[src/rtl/pto_pkg.sv]
package pto_pkg;

    typedef enum logic [1:0] {
        PTO_IDLE    = 2'd0,
        PTO_TIMING  = 2'd1,
        PTO_ABORTED = 2'd2
    } pto_state_e;

endpackage

[src/rtl/pto_limit.sv]
module pto_limit #(
    parameter int CNT_W       = 10,
    parameter int LEN_W       = 8,
    parameter int BASE_MS     = 20,
    parameter int PER_BYTE_MS = 4,
    parameter int MIN_BLK_MS  = 32
) (
    input  logic             blk_rd_active,
    input  logic [LEN_W-1:0] blk_rd_len,
    output logic [CNT_W-1:0] limit
);

    localparam int SUM_W = CNT_W + LEN_W + 4;
    localparam logic [SUM_W-1:0] CAP   = SUM_W'((1 << CNT_W) - 1);
    localparam logic [SUM_W-1:0] BASE  = SUM_W'(BASE_MS);
    localparam logic [SUM_W-1:0] STEP  = SUM_W'(PER_BYTE_MS);
    localparam logic [SUM_W-1:0] FLOOR = SUM_W'(MIN_BLK_MS);

    logic [SUM_W-1:0] scaled;
    logic [SUM_W-1:0] floored;
    logic [SUM_W-1:0] capped;

    always_comb begin
        scaled  = BASE + STEP * SUM_W'(blk_rd_len);
        floored = (scaled < FLOOR) ? FLOOR : scaled;
        capped  = (floored > CAP) ? CAP : floored;
        if (blk_rd_active) begin
            limit = capped[CNT_W-1:0];
        end else begin
            limit = (BASE > CAP) ? CAP[CNT_W-1:0] : BASE[CNT_W-1:0];
        end
    end

endmodule

[src/rtl/pto_counter.sv]
module pto_counter #(
    parameter int CNT_W = 10
) (
    input  logic             clk,
    input  logic             rst_n,
    input  logic             clr,
    input  logic             inc,
    output logic [CNT_W-1:0] count
);

    localparam logic [CNT_W-1:0] TOP = {CNT_W{1'b1}};

    always_ff @(posedge clk) begin
        if (!rst_n) begin
            count <= '0;
        end else if (clr) begin
            count <= '0;
        end else if (inc && (count != TOP)) begin
            count <= count + 1'b1;
        end
    end

endmodule

[src/rtl/pkt_timeout_mon.sv]
module pkt_timeout_mon #(
    parameter int CNT_W       = 10,
    parameter int LEN_W       = 8,
    parameter int BASE_MS     = 20,
    parameter int PER_BYTE_MS = 4,
    parameter int MIN_BLK_MS  = 32
) (
    input  logic             clk,
    input  logic             rst_n,
    input  logic             ms_tick,
    input  logic             bus_start,
    input  logic             bus_stop,
    input  logic             blk_rd_active,
    input  logic [LEN_W-1:0] blk_rd_len,
    output logic             bus_abort
);

    import pto_pkg::*;

    pto_state_e       state_q;
    pto_state_e       state_d;
    logic [CNT_W-1:0] tick_cnt;
    logic [CNT_W-1:0] cur_limit;
    logic             expired;
    logic             cnt_clr;
    logic             cnt_inc;

    pto_limit #(
        .CNT_W      (CNT_W),
        .LEN_W      (LEN_W),
        .BASE_MS    (BASE_MS),
        .PER_BYTE_MS(PER_BYTE_MS),
        .MIN_BLK_MS (MIN_BLK_MS)
    ) u_limit (
        .blk_rd_active(blk_rd_active),
        .blk_rd_len   (blk_rd_len),
        .limit        (cur_limit)
    );

    assign cnt_clr = (state_q != PTO_TIMING);
    assign cnt_inc = (state_q == PTO_TIMING) && ms_tick;

    pto_counter #(
        .CNT_W(CNT_W)
    ) u_counter (
        .clk  (clk),
        .rst_n(rst_n),
        .clr  (cnt_clr),
        .inc  (cnt_inc),
        .count(tick_cnt)
    );

    assign expired = (tick_cnt >= cur_limit);

    // Next-state logic
    always_comb begin
        state_d = state_q;
        unique case (state_q)
            PTO_IDLE: begin
                if (bus_start) state_d = PTO_TIMING;
            end
            PTO_TIMING: begin
                if (bus_stop)     state_d = PTO_IDLE;
                else if (expired) state_d = PTO_ABORTED;
            end
            PTO_ABORTED: begin
                if (bus_stop)       state_d = PTO_IDLE;
                else if (bus_start) state_d = PTO_TIMING;
            end
            default: state_d = PTO_IDLE;
        endcase
    end

    // State register
    always_ff @(posedge clk) begin
        if (!rst_n) state_q <= PTO_IDLE;
        else        state_q <= state_d;
    end

    // Output register
    always_ff @(posedge clk) begin
        if (!rst_n) bus_abort <= 1'b0;
        else        bus_abort <= (state_d == PTO_ABORTED);
    end

endmodule

[config.mk]
export PLATFORM = sky130hd
export DESIGN_NAME = pkt_timeout_mon
export DESIGN_NICKNAME = d
export VERILOG_FILES = /design/src/rtl/pto_pkg.sv /design/src/rtl/pto_limit.sv /design/src/rtl/pto_counter.sv /design/src/rtl/pkt_timeout_mon.sv
export SDC_FILE = /design/constraint.sdc
export NUM_CORES = 1
export LEC_CHECK = 0
export BUFFER_PORTS_ARGS = -buffer_cell sky130_fd_sc_hd__buf_2
export CAP_MARGIN = 20
export CELL_PAD_IN_SITES_DETAIL_PLACEMENT = 0
export CELL_PAD_IN_SITES_GLOBAL_PLACEMENT = 1
export CORE_MARGIN = 1
export CORE_UTILIZATION = 44
export CTS_CLUSTER_DIAMETER = 150
export DETAILED_ROUTE_END_ITERATION = 7
export GPL_ROUTABILITY_DRIVEN = 0
export PLACE_DENSITY = 0.9
export SYNTH_ARGS = -nofsm -noshare
export SYNTH_HDL_FRONTEND = slang
export SYNTH_SLANG_ARGS = --single-unit
[constraint.sdc]
create_clock -name clk -period 5.29 [get_ports clk]
set_input_delay 0.7935 -clock clk [delete_from_list [all_inputs] [get_ports clk]]
set_output_delay 0.7935 -clock clk [all_outputs]
set_load 0.1 [all_outputs]
# After elaboration in Yosys (flattened, before gate mapping)
# Index checks and enable logic that the tools add are counted.
# word_totals
output_inout_bits	1
elab_cells	26
ff_bits	13
input_bits	14
# classes
eq_ne	5
n_reduce_logical	4
muxes	8
add_sub_neg	2
magnitude_cmp	3
n_bitwise	1
# op_table
op	count
greater-than comparator 22 x 10 -> 1 bit, second input constant	1
less-than comparator 22 x 6 -> 1 bit, second input constant	1
2-to-1 mux 10 bit	2
adder 5 x 10 -> 11 bit, first input constant	1
2-to-1 mux 11 bit	1
adder 10 x 1 -> 10 bit, second input constant	1
greater-or-equal comparator 10 bit	1
inequality test 10 bit, second input constant	1
2-to-1 mux 2 bit	4
one-hot mux 2 bit (3 select lines)	1
== test 2 bit, second input constant	2
== test 2 x 1 -> 1 bit, second input constant	1
logical AND 1 bit	2
logical NOT 2 bit	1
inequality test 2 x 1 -> 1 bit, second input constant	1
OR reduction 2 bit	1
inverter 1 bit	1

# Longest topological paths before layout
# Gate-level depths: netlist of run 1.
# logic_depth
ltp_word	11
mapped_depth	12
ltp_nobuf	12

# Cells and area by module
# From an unflattened synthesis of run 1, not the netlist that was laid out.
# hier_totals
hier_cells	152
area_unflattened_um2	1249.9
# modules_own_cells
mod	instances	cells_per_inst	seq_area_each_um2	area_per_inst_um2
pto_counter	1	58	200.2	513.0
pkt_timeout_mon	1	51	60.1	387.9
pto_limit	1	43	0.0	349.1

# Worst setup path before layout of run 1
# No wires, ideal clock.
# synth_path
path_type	input port to flip-flop
from	in blk_rd_len[0]
to	reg bus_abort
arrival_time_ns	3.050
stages	12
t_required_ns	5.174
setup_ns	0.116
n_path_buf	0
slack_ns	2.124
path_cell_list	ha_1 > o21a_1 > or4_1 > nand3_1 > nand3b_1 > o211ai_1 > ha_1 > a211o_1 > a21oi_1 > o21ai_0 > and3_1 > o211a_1
# synth_via
elab_chain_len	11
# synth_rtl
item	line_no	source
from (decl)	pkt_timeout_mon.sv:14	input logic [LEN_W-1:0] blk_rd_len,
adder 5 x 10 -> 11 bit (*)	pto_limit.sv:24	scaled = BASE + STEP * SUM_W'(blk_rd_len);
less-than comparator 22 x 6 -> 1 bit	pto_limit.sv:25	floored = (scaled < FLOOR) ? FLOOR : scaled;
2-to-1 mux 11 bit (*)	pto_limit.sv:25	
greater-than comparator 22 x 10 -> 1 bit	pto_limit.sv:26	capped = (floored > CAP) ? CAP : floored;
2-to-1 mux 10 bit (*)	pto_limit.sv:26	
2-to-1 mux 10 bit (*)	pto_limit.sv:27	if (blk_rd_active) begin
greater-or-equal comparator 10 bit (*)	pkt_timeout_mon.sv:53	assign expired = (tick_cnt >= cur_limit);
2-to-1 mux 2 bit (*)	pkt_timeout_mon.sv:64	else if (expired) state_d = PTO_ABORTED;
2-to-1 mux 2 bit (*)	pkt_timeout_mon.sv:63	if (bus_stop) state_d = PTO_IDLE;
one-hot mux 2 bit (3 select lines) (*)	pkt_timeout_mon.sv:58	unique case (state_q)
== test 2 bit (*)	pkt_timeout_mon.sv:83	else bus_abort <= (state_d == PTO_ABORTED);
to (signal assigned)	pkt_timeout_mon.sv:83	
to (decl)	pkt_timeout_mon.sv:15	output logic bus_abort
# Every way passes the cells marked *; elsewhere a longest branch is shown, timed or not.
# A chain may end at the register's enable or synchronous reset.

# Worst setup path after layout of run 1
# layout_path
from	in blk_rd_len[0]
to	reg state_q[1]
# layout_via
elab_chain_len	10
# layout_rtl
item	line_no	source
adder 5 x 10 -> 11 bit (*)	pto_limit.sv:24	
less-than comparator 22 x 6 -> 1 bit	pto_limit.sv:25	
2-to-1 mux 11 bit (*)	pto_limit.sv:25	
greater-than comparator 22 x 10 -> 1 bit	pto_limit.sv:26	
2-to-1 mux 10 bit (*)	pto_limit.sv:26	
2-to-1 mux 10 bit (*)	pto_limit.sv:27	
greater-or-equal comparator 10 bit (*)	pkt_timeout_mon.sv:53	
2-to-1 mux 2 bit (*)	pkt_timeout_mon.sv:64	
2-to-1 mux 2 bit (*)	pkt_timeout_mon.sv:63	
one-hot mux 2 bit (3 select lines) (*)	pkt_timeout_mon.sv:58	
to (signal assigned)	pkt_timeout_mon.sv:77	else state_q <= state_d;
to (decl)	pkt_timeout_mon.sv:20	pto_state_e state_q;
# Marked as above.

==> results.toml, run 1 <==
[outcome]
status = "completed"

[floorplanning]
die_w_um = 50.9
ioPinCount = 15
die-area_um2 = 2590
die_h_um = 50.9
num_rows = 17
core_region_area_um2 = 2230
initial_core_util_pct = 47.2

[global_routing]
track_usage_pct = 19.0
antenna_found_initial = 0
grt_max_degree = 11
grt_pass1_vias = 898
gr-total-overflow = 0
grt_pass1_wl_um = 3760

[cells_and_area]
diodes = 0
multi_input_area_um2 = 763
area_growth_pct = 11.4
n_fill_cell = 234
finalNonFillerCells = 175
drive_gt1_share_pct = 14.3
nNetsFinal = 174
regArea_um2 = 260

[hold_path]
hold_start = "u_counter.count[0]$_SDFFE_PP0P_"
hold_end = "u_counter.count[0]$_SDFFE_PP0P_"
hold_depth = 2
hp-class = "reg -> reg"

[timing]
setup_viol_count_final = 0
period_share_pct = 60.8
period_needed_ps = 3220
fin_skew_ps = 2.13
slew_viol_final = 0
rsz0062_at_grt = "no"
hold_viol = 0
slew-limit-headroom_pct = 67.9
tightestPinTransition_ps = 484
max_freq_mhz = 311
fin_tns_setup_ps = 0

[drt]
drc = 0
vias = 985
vias_per_cell = 5.63
drt-initial-drc-count = 11
drtPass1Iterations = 4
wl_per_cell_um = 12.5
drt-total-wl_um = 2180
drtAntennaViolNets = 0

[logic_synthesis]
syn_inst = 130
seq_area_frac_synth_pct = 24.7
ys_types = 35
synth_nets = 156
yosys-top-cells-area = "dfxtp_1 25%, ha_1 14%, nand2_1 6.1%"
ys_warn_count = 0
yosys.area.top_type = "dfxtp_1"
synth_edf_count = 0
synthTopCellsByCount = "17 x nand2_1, 13 x dfxtp_1, 12 x ha_1, 11 x a21oi_1, 11 x nor2_1"
postSynthAreaPerCell_um2 = 8.10
ys_async_sr_fraction_pct = 0
yosysTopAreaCellShare_pct = 24.7
ys_seq_elements = 13
synthFlopType = "dfxtp_1"
syn_area_um2 = 1050
synth_most_common_cell = "nand2_1"

[pwr]
powerDensity_nw_per_um2 = 169
ir_worst_vdd_uv = 153
power.total_mw = 0.198
p_leak_nw = 0.498

[worst_setup_path]
reg2regPathDepth = 6
slowest_delay_ps = 410
reg2reg_slack_ps = 3520
path_class = "in -> reg"
critPathMaxFanout = 4
reg2reg_to = "state_q[1]$_SDFF_PN0_"
reg2reg_from = "u_counter.count[3]$_SDFFE_PP0P_"
worst-path-buf-inv = 1
crit_chain = "buf_2 -> ha_1 -> o21a_1 -> or4_1 -> nand3_1 -> nand3b_1 -> o211ai_1 -> ha_1 -> a211o_1 -> a21oi_1 -> o21ai_0 -> and3_1 -> o211a_1"
crit_top_cell = "ha_1"
crit_required_ps = 5460
critPathTopFamily = "compound AO/OA/AOI/OAI gates"
critPathArrivalTime_ps = 3390
end_kind = "flop"
cp-start-kind = "primary input"
slowest_stage = "or4_1"

[clock_network]
ctsHoldBuffers = 0
cts_setup_buffers = 0
clock_latency_ps = 280
cts_tree = "done"
cts_max_path_buffers = 2
cts_made_buffers = 3
cts_resized = 0
cts.clk_slew.worst_paths_ps = 80
clock-sinks = 13
cts-root-buf = "clkbuf_4"
cts_htree_levels = 1

[placed_design]
io_buffers = 14
dp.cells = 171
dpl.hpwl_um = 1780

[job]
max_cap_violations = 0
==> stage by stage <==
| step | setup slack [ps] | utilization (%) | hold slack (ps) | area [µm²] |
|---|---|---|---|---|
| after global placement | 1910 | 51.4 | 478 | 1150 |
| after floorplan | 2120 | - | 462 | 1050 |
| after CTS | 2080 | 52.5 | 498 | 1170 |
| final | 2070 | 52.5 | 505 | 1170 |
| after global routing | 1850 | 52.5 | 547 | 1170 |
| after detailed placement | 1800 | 51.4 | 487 | 1150 |
==> cell families after synthesis <==
kind of cell,share of synthesized area [%]
AOI/OAI and AO/OA,22.0
and+or+nand+nor,26.7
buffers and inverters,2.85
adders and majority gates,14.3
muxes,2.02
xor gates and xnor gates,7.48
DFF,24.7
==> worst max-delay path by stage <==
stage                                  to  slack, ps     startpoint  depth (start not counted)
floorplan            bus_abort$_SDFF_PN0_       2120  blk_rd_len[0]                         12
global placement     bus_abort$_SDFF_PN0_       1910  blk_rd_len[0]                         13
detailed placement  state_q[1]$_SDFF_PN0_       1800  blk_rd_len[0]                         13
CTS                 state_q[1]$_SDFF_PN0_       2080  blk_rd_len[0]                         13
global route        state_q[1]$_SDFF_PN0_       1850  blk_rd_len[0]                         13
finish              state_q[1]$_SDFF_PN0_       2070  blk_rd_len[0]                         13
==> cell type report <==
type,count,area share [%]
Sequential cell,13,22.2
Clock buffer,4,2.24
Inverter,5,1.60
Tap cell,28,2.99
Timing Repair Buffer,14,5.97
Multi-Input combinational cell,111,65.0
==> power breakdown <==
group,leakage [nW],switching (mW),internal (mW)
sequential,0.105,0.000638,0.0985
combinational,0.379,0.0217,0.0161
clock,0.0150,0.0316,0.0293
total,0.498,0.0540,0.144
==> layer usage <==
metal  global-route usage [%]  part of all wire, %
met1                     22.9                   47
met2                     33.8                   49
met3                     1.79                  2.5
met4                     8.33                  1.0
met5                        0                    0
==> state kept, by name (all words and copies together), names as in the netlist <==
register         flops
bus_abort            1
state_q              2
u_counter.count     10
==> worst reg2reg max path, stage by stage (launching register included) <==
cell and delay [ps]:
dfxtp_1 420, ha_1 280, a211o_1 300, a21oi_1 120, o21ai_0 120, and3_1 210, o211a_1 220
==> cell usage in the layout (no fill, tap or decap), types with 3 or more instances in the layout <==
cell and n:
nand3b_1 3, xnor2_1 5, nand3_1 5, ha_1 12, buf_2 14, nand2_1 17, inv_1 5, clkbuf_4 3
nand4_1 4, o21ai_0 6, nor3_1 4, nand2b_1 3, dfxtp_1 13, xor2_1 4, a21oi_1 11, nor2_1 11
(Power assumes the default switching activity.)
==> run 2, diff against run 1 <==
--- a/config.mk
+++ b/config.mk
@@ -5,16 +5,17 @@
 export SDC_FILE = /design/constraint.sdc
 export NUM_CORES = 1
 export LEC_CHECK = 0
+export ABC_AREA = 1
 export BUFFER_PORTS_ARGS = -buffer_cell sky130_fd_sc_hd__buf_2
 export CAP_MARGIN = 20
 export CELL_PAD_IN_SITES_DETAIL_PLACEMENT = 0
 export CELL_PAD_IN_SITES_GLOBAL_PLACEMENT = 1
 export CORE_MARGIN = 1
-export CORE_UTILIZATION = 44
+export CORE_UTILIZATION = 40
 export CTS_CLUSTER_DIAMETER = 150
 export DETAILED_ROUTE_END_ITERATION = 7
 export GPL_ROUTABILITY_DRIVEN = 0
-export PLACE_DENSITY = 0.9
+export PLACE_DENSITY = 0.87
 export SYNTH_ARGS = -nofsm -noshare
 export SYNTH_HDL_FRONTEND = slang
 export SYNTH_SLANG_ARGS = --single-unit
==> constraint.sdc (replaced) <==
create_clock -name clk -period 3.3 [get_ports clk]
set_input_delay 0.495 -clock clk [delete_from_list [all_inputs] [get_ports clk]]
set_output_delay 0.495 -clock clk [all_outputs]
set_load 0.1 [all_outputs]
==> run 2 against run 1 <==
Net effect:
- die area increased by 21%
- first-iteration DRC count grew to 3.2 times the previous value
- synthesized area rose by 11%
- clock skew hardly changed
- final cell count rose by 33%
- largest power group unchanged
- highest routed layer is now met3
==> results.toml, run 2 <==
[drt]
vias = 1160
top_layer = "met3"
drt-initial-drc-count = 35
drc = 0
vias_per_cell = 5.00
drt-total-wl_um = 2400
wl_per_cell_um = 10.4
wl_met2_um = 1170
wl_met3_um = 64
drtAntennaViolNets = 0
drt-met1-wl_um = 1170
drtPass1Iterations = 4

[worst_setup_path]
critPathArrivalTime_ps = 2390
end_kind = "flop"
crit_top_cell = "nand2_1"
slowest_delay_ps = 290
path_class = "in -> reg"
cp-start-kind = "primary input"
slowest_stage = "ha_1"
critPathMaxFanout = 5
crit_required_ps = 3470
crit_chain = "buf_2 -> ha_1 -> inv_1 -> nand2_1 -> nand3_1 -> nand2_1 -> nor2_1 -> nand3_2 -> nand2_1 -> nand2_1 -> ha_1 -> nand2_1 -> inv_1 -> nand2_1 -> nand2_1 -> nand2_1 -> nand3_1 -> nand2_1 -> a21oi_1"

[clock_network]
cts_htree_levels = 1
cts_setup_buffers = 0
clock-sinks = 13
cts_made_buffers = 3
clock_latency_ps = 280
cts.clk_slew.worst_paths_ps = 80
cts_max_path_buffers = 2
ctsHoldBuffers = 0
cts_resized = 0
cts_tree = "done"
cts-root-buf = "clkbuf_4"

[logic_synthesis]
ys_async_sr_fraction_pct = 0
ys_types = 23
synth_nets = 209
synth_edf_count = 0
seq_area_frac_synth_pct = 22.3
ys_warn_count = 0
synth_most_common_cell = "nand2_1"
synthFlopType = "dfxtp_1"
syn_inst = 183
ys_seq_elements = 13
yosys.area.top_type = "dfxtp_1"
yosys-top-cells-area = "dfxtp_1 22%, nand2_1 17%, ha_1 13%"
syn_area_um2 = 1170
postSynthAreaPerCell_um2 = 6.38
yosysTopAreaCellShare_pct = 22.3
synthTopCellsByCount = "54 x nand2_1, 24 x inv_1, 19 x nor2_1, 15 x a21oi_1, 13 x dfxtp_1"

[global_routing]
track_usage_pct = 16.4
grt_pass1_wl_um = 4070
gr-total-overflow = 0
grt_pass1_vias = 1021
antenna_found_initial = 0
grt_max_degree = 9

[timing]
hold_viol = 0
max_freq_mhz = 450
period_share_pct = 67.3
fin_tns_setup_ps = 0
setup_viol_count_final = 0
rsz0062_at_grt = "no"
hold_ws_ps = 498
slew_viol_final = 0
tightestPinTransition_ps = 482
period_needed_ps = 2220
slew-limit-headroom_pct = 68.1
fin_skew_ps = 2.19

[cells_and_area]
largest_reg_flops = 10
layout_commonest_cell = "nand2_1"
nNetsFinal = 228
diodes = 0
reg_top3 = "u_counter.count: 10 flops, state_q: 2 flops, bus_abort: 1 flops"
drive_gt1_share_pct = 13.4
area_growth_pct = 11.7
regMostFlops = "u_counter.count"
n_fill_cell = 292
layout_common_cells = "54 x nand2_1, 24 x inv_1, 19 x nor2_1"

[floorplanning]
core_region_area_um2 = 2760
initial_core_util_pct = 42.3
ioPinCount = 15
die_h_um = 56.0
num_rows = 19
die-area_um2 = 3140
die_w_um = 56.0

[placed_design]
io_buffers = 14
dpl.hpwl_um = 2030

[pwr]
ir_worst_vdd_uv = 255
p_leak_nw = 0.653
powerDensity_nw_per_um2 = 247

[hold_path]
hp-class = "in -> reg"

[outcome]
status = "completed"

[job]
max_cap_violations = 0
[run 2: cell types whose count changed in the layout (fill, tap and decap cells not counted), sizes merged, moves of 3 or more]
cell / previous run / this run
a21oi: 12 / 15
inv: 5 / 25
nand2: 17 / 55
nand2b: 3 / 0
nand3: 5 / 13
nor2: 11 / 23
xnor2: 5 / 2
[run 2: kinds of logic after synthesis]
logic type / Yosys count / synth area share (%)
simple gates: 103 / 42.2
compound gates: 26 / 11.6
buf+inv: 25 / 8.04
flops: 13 / 22.3
fa+ha+maj: 12 / 12.9
xor+xnor: 4 / 3.00
[run 2: routing by layer]
| metal | vias to the layer above | GRT usage [%] |
|---|---|---|
| met5 | - | 0 |
| li1 | 636 | - |
| met4 | 0 | 3.14 |
| met1 | 508 | 19.4 |
| met3 | 0 | 4.88 |
| met2 | 16 | 29.1 |
[run 2: final cells by class]
cell class	instances	area, µm²	share of cell area [%]
repair buffers	14	70.1	5.37
flip-flops and latches	13	260	20.0
multi-input cells	145	813	62.4
well taps	31	38.8	2.98
inverters	25	93.8	7.20
clock buffers	3	22.5	1.73
clock inverters	1	5.00	0.384
[run 2: path summary, 6_finish.rpt]
check	startpoint	end	slack, ps	cells after the start
setup / recovery	blk_rd_len[0]	bus_abort$_SDFF_PN0_	1080	19
hold / removal	bus_start	state_q[0]$_SDFF_PN0_	500	3
setup reg to reg	u_counter.count[1]$_SDFFE_PP0P_	u_counter.count[1]$_SDFFE_PP0P_	1770	8
hold reg to reg	u_counter.count[0]$_SDFFE_PP0P_	u_counter.count[0]$_SDFFE_PP0P_	530	2
[run 2: power breakdown]
group / switching [mW] / total (mW) / internal, mW
Sequential: 0.000725 / 0.159 / 0.158
Combinational: 0.0405 / 0.0650 / 0.0244
Clock: 0.0537 / 0.0987 / 0.0449
[run 2: critical path, delay by kind of cell]
family                     cells  cell delay (ps)
and+or+nand+nor               13             1130
adders and majority gates      2              500
buffers and inverters          3              210
AOI/OAI and AO/OA              1               60
[run 2: per-stage QoR]
step                power (mW)  setup slack (ps)  instance area [µm²]  instances  util, %
floorplan                0.207              1100                 1170        183        -
global placement         0.227               860                 1280        228     46.3
detailed placement       0.228               770                 1280        228     46.3
CTS                      0.328              1070                 1300        232     47.3
global route             0.346               903                 1300        232     47.3
finish                   0.322              1080                 1300        232     47.3
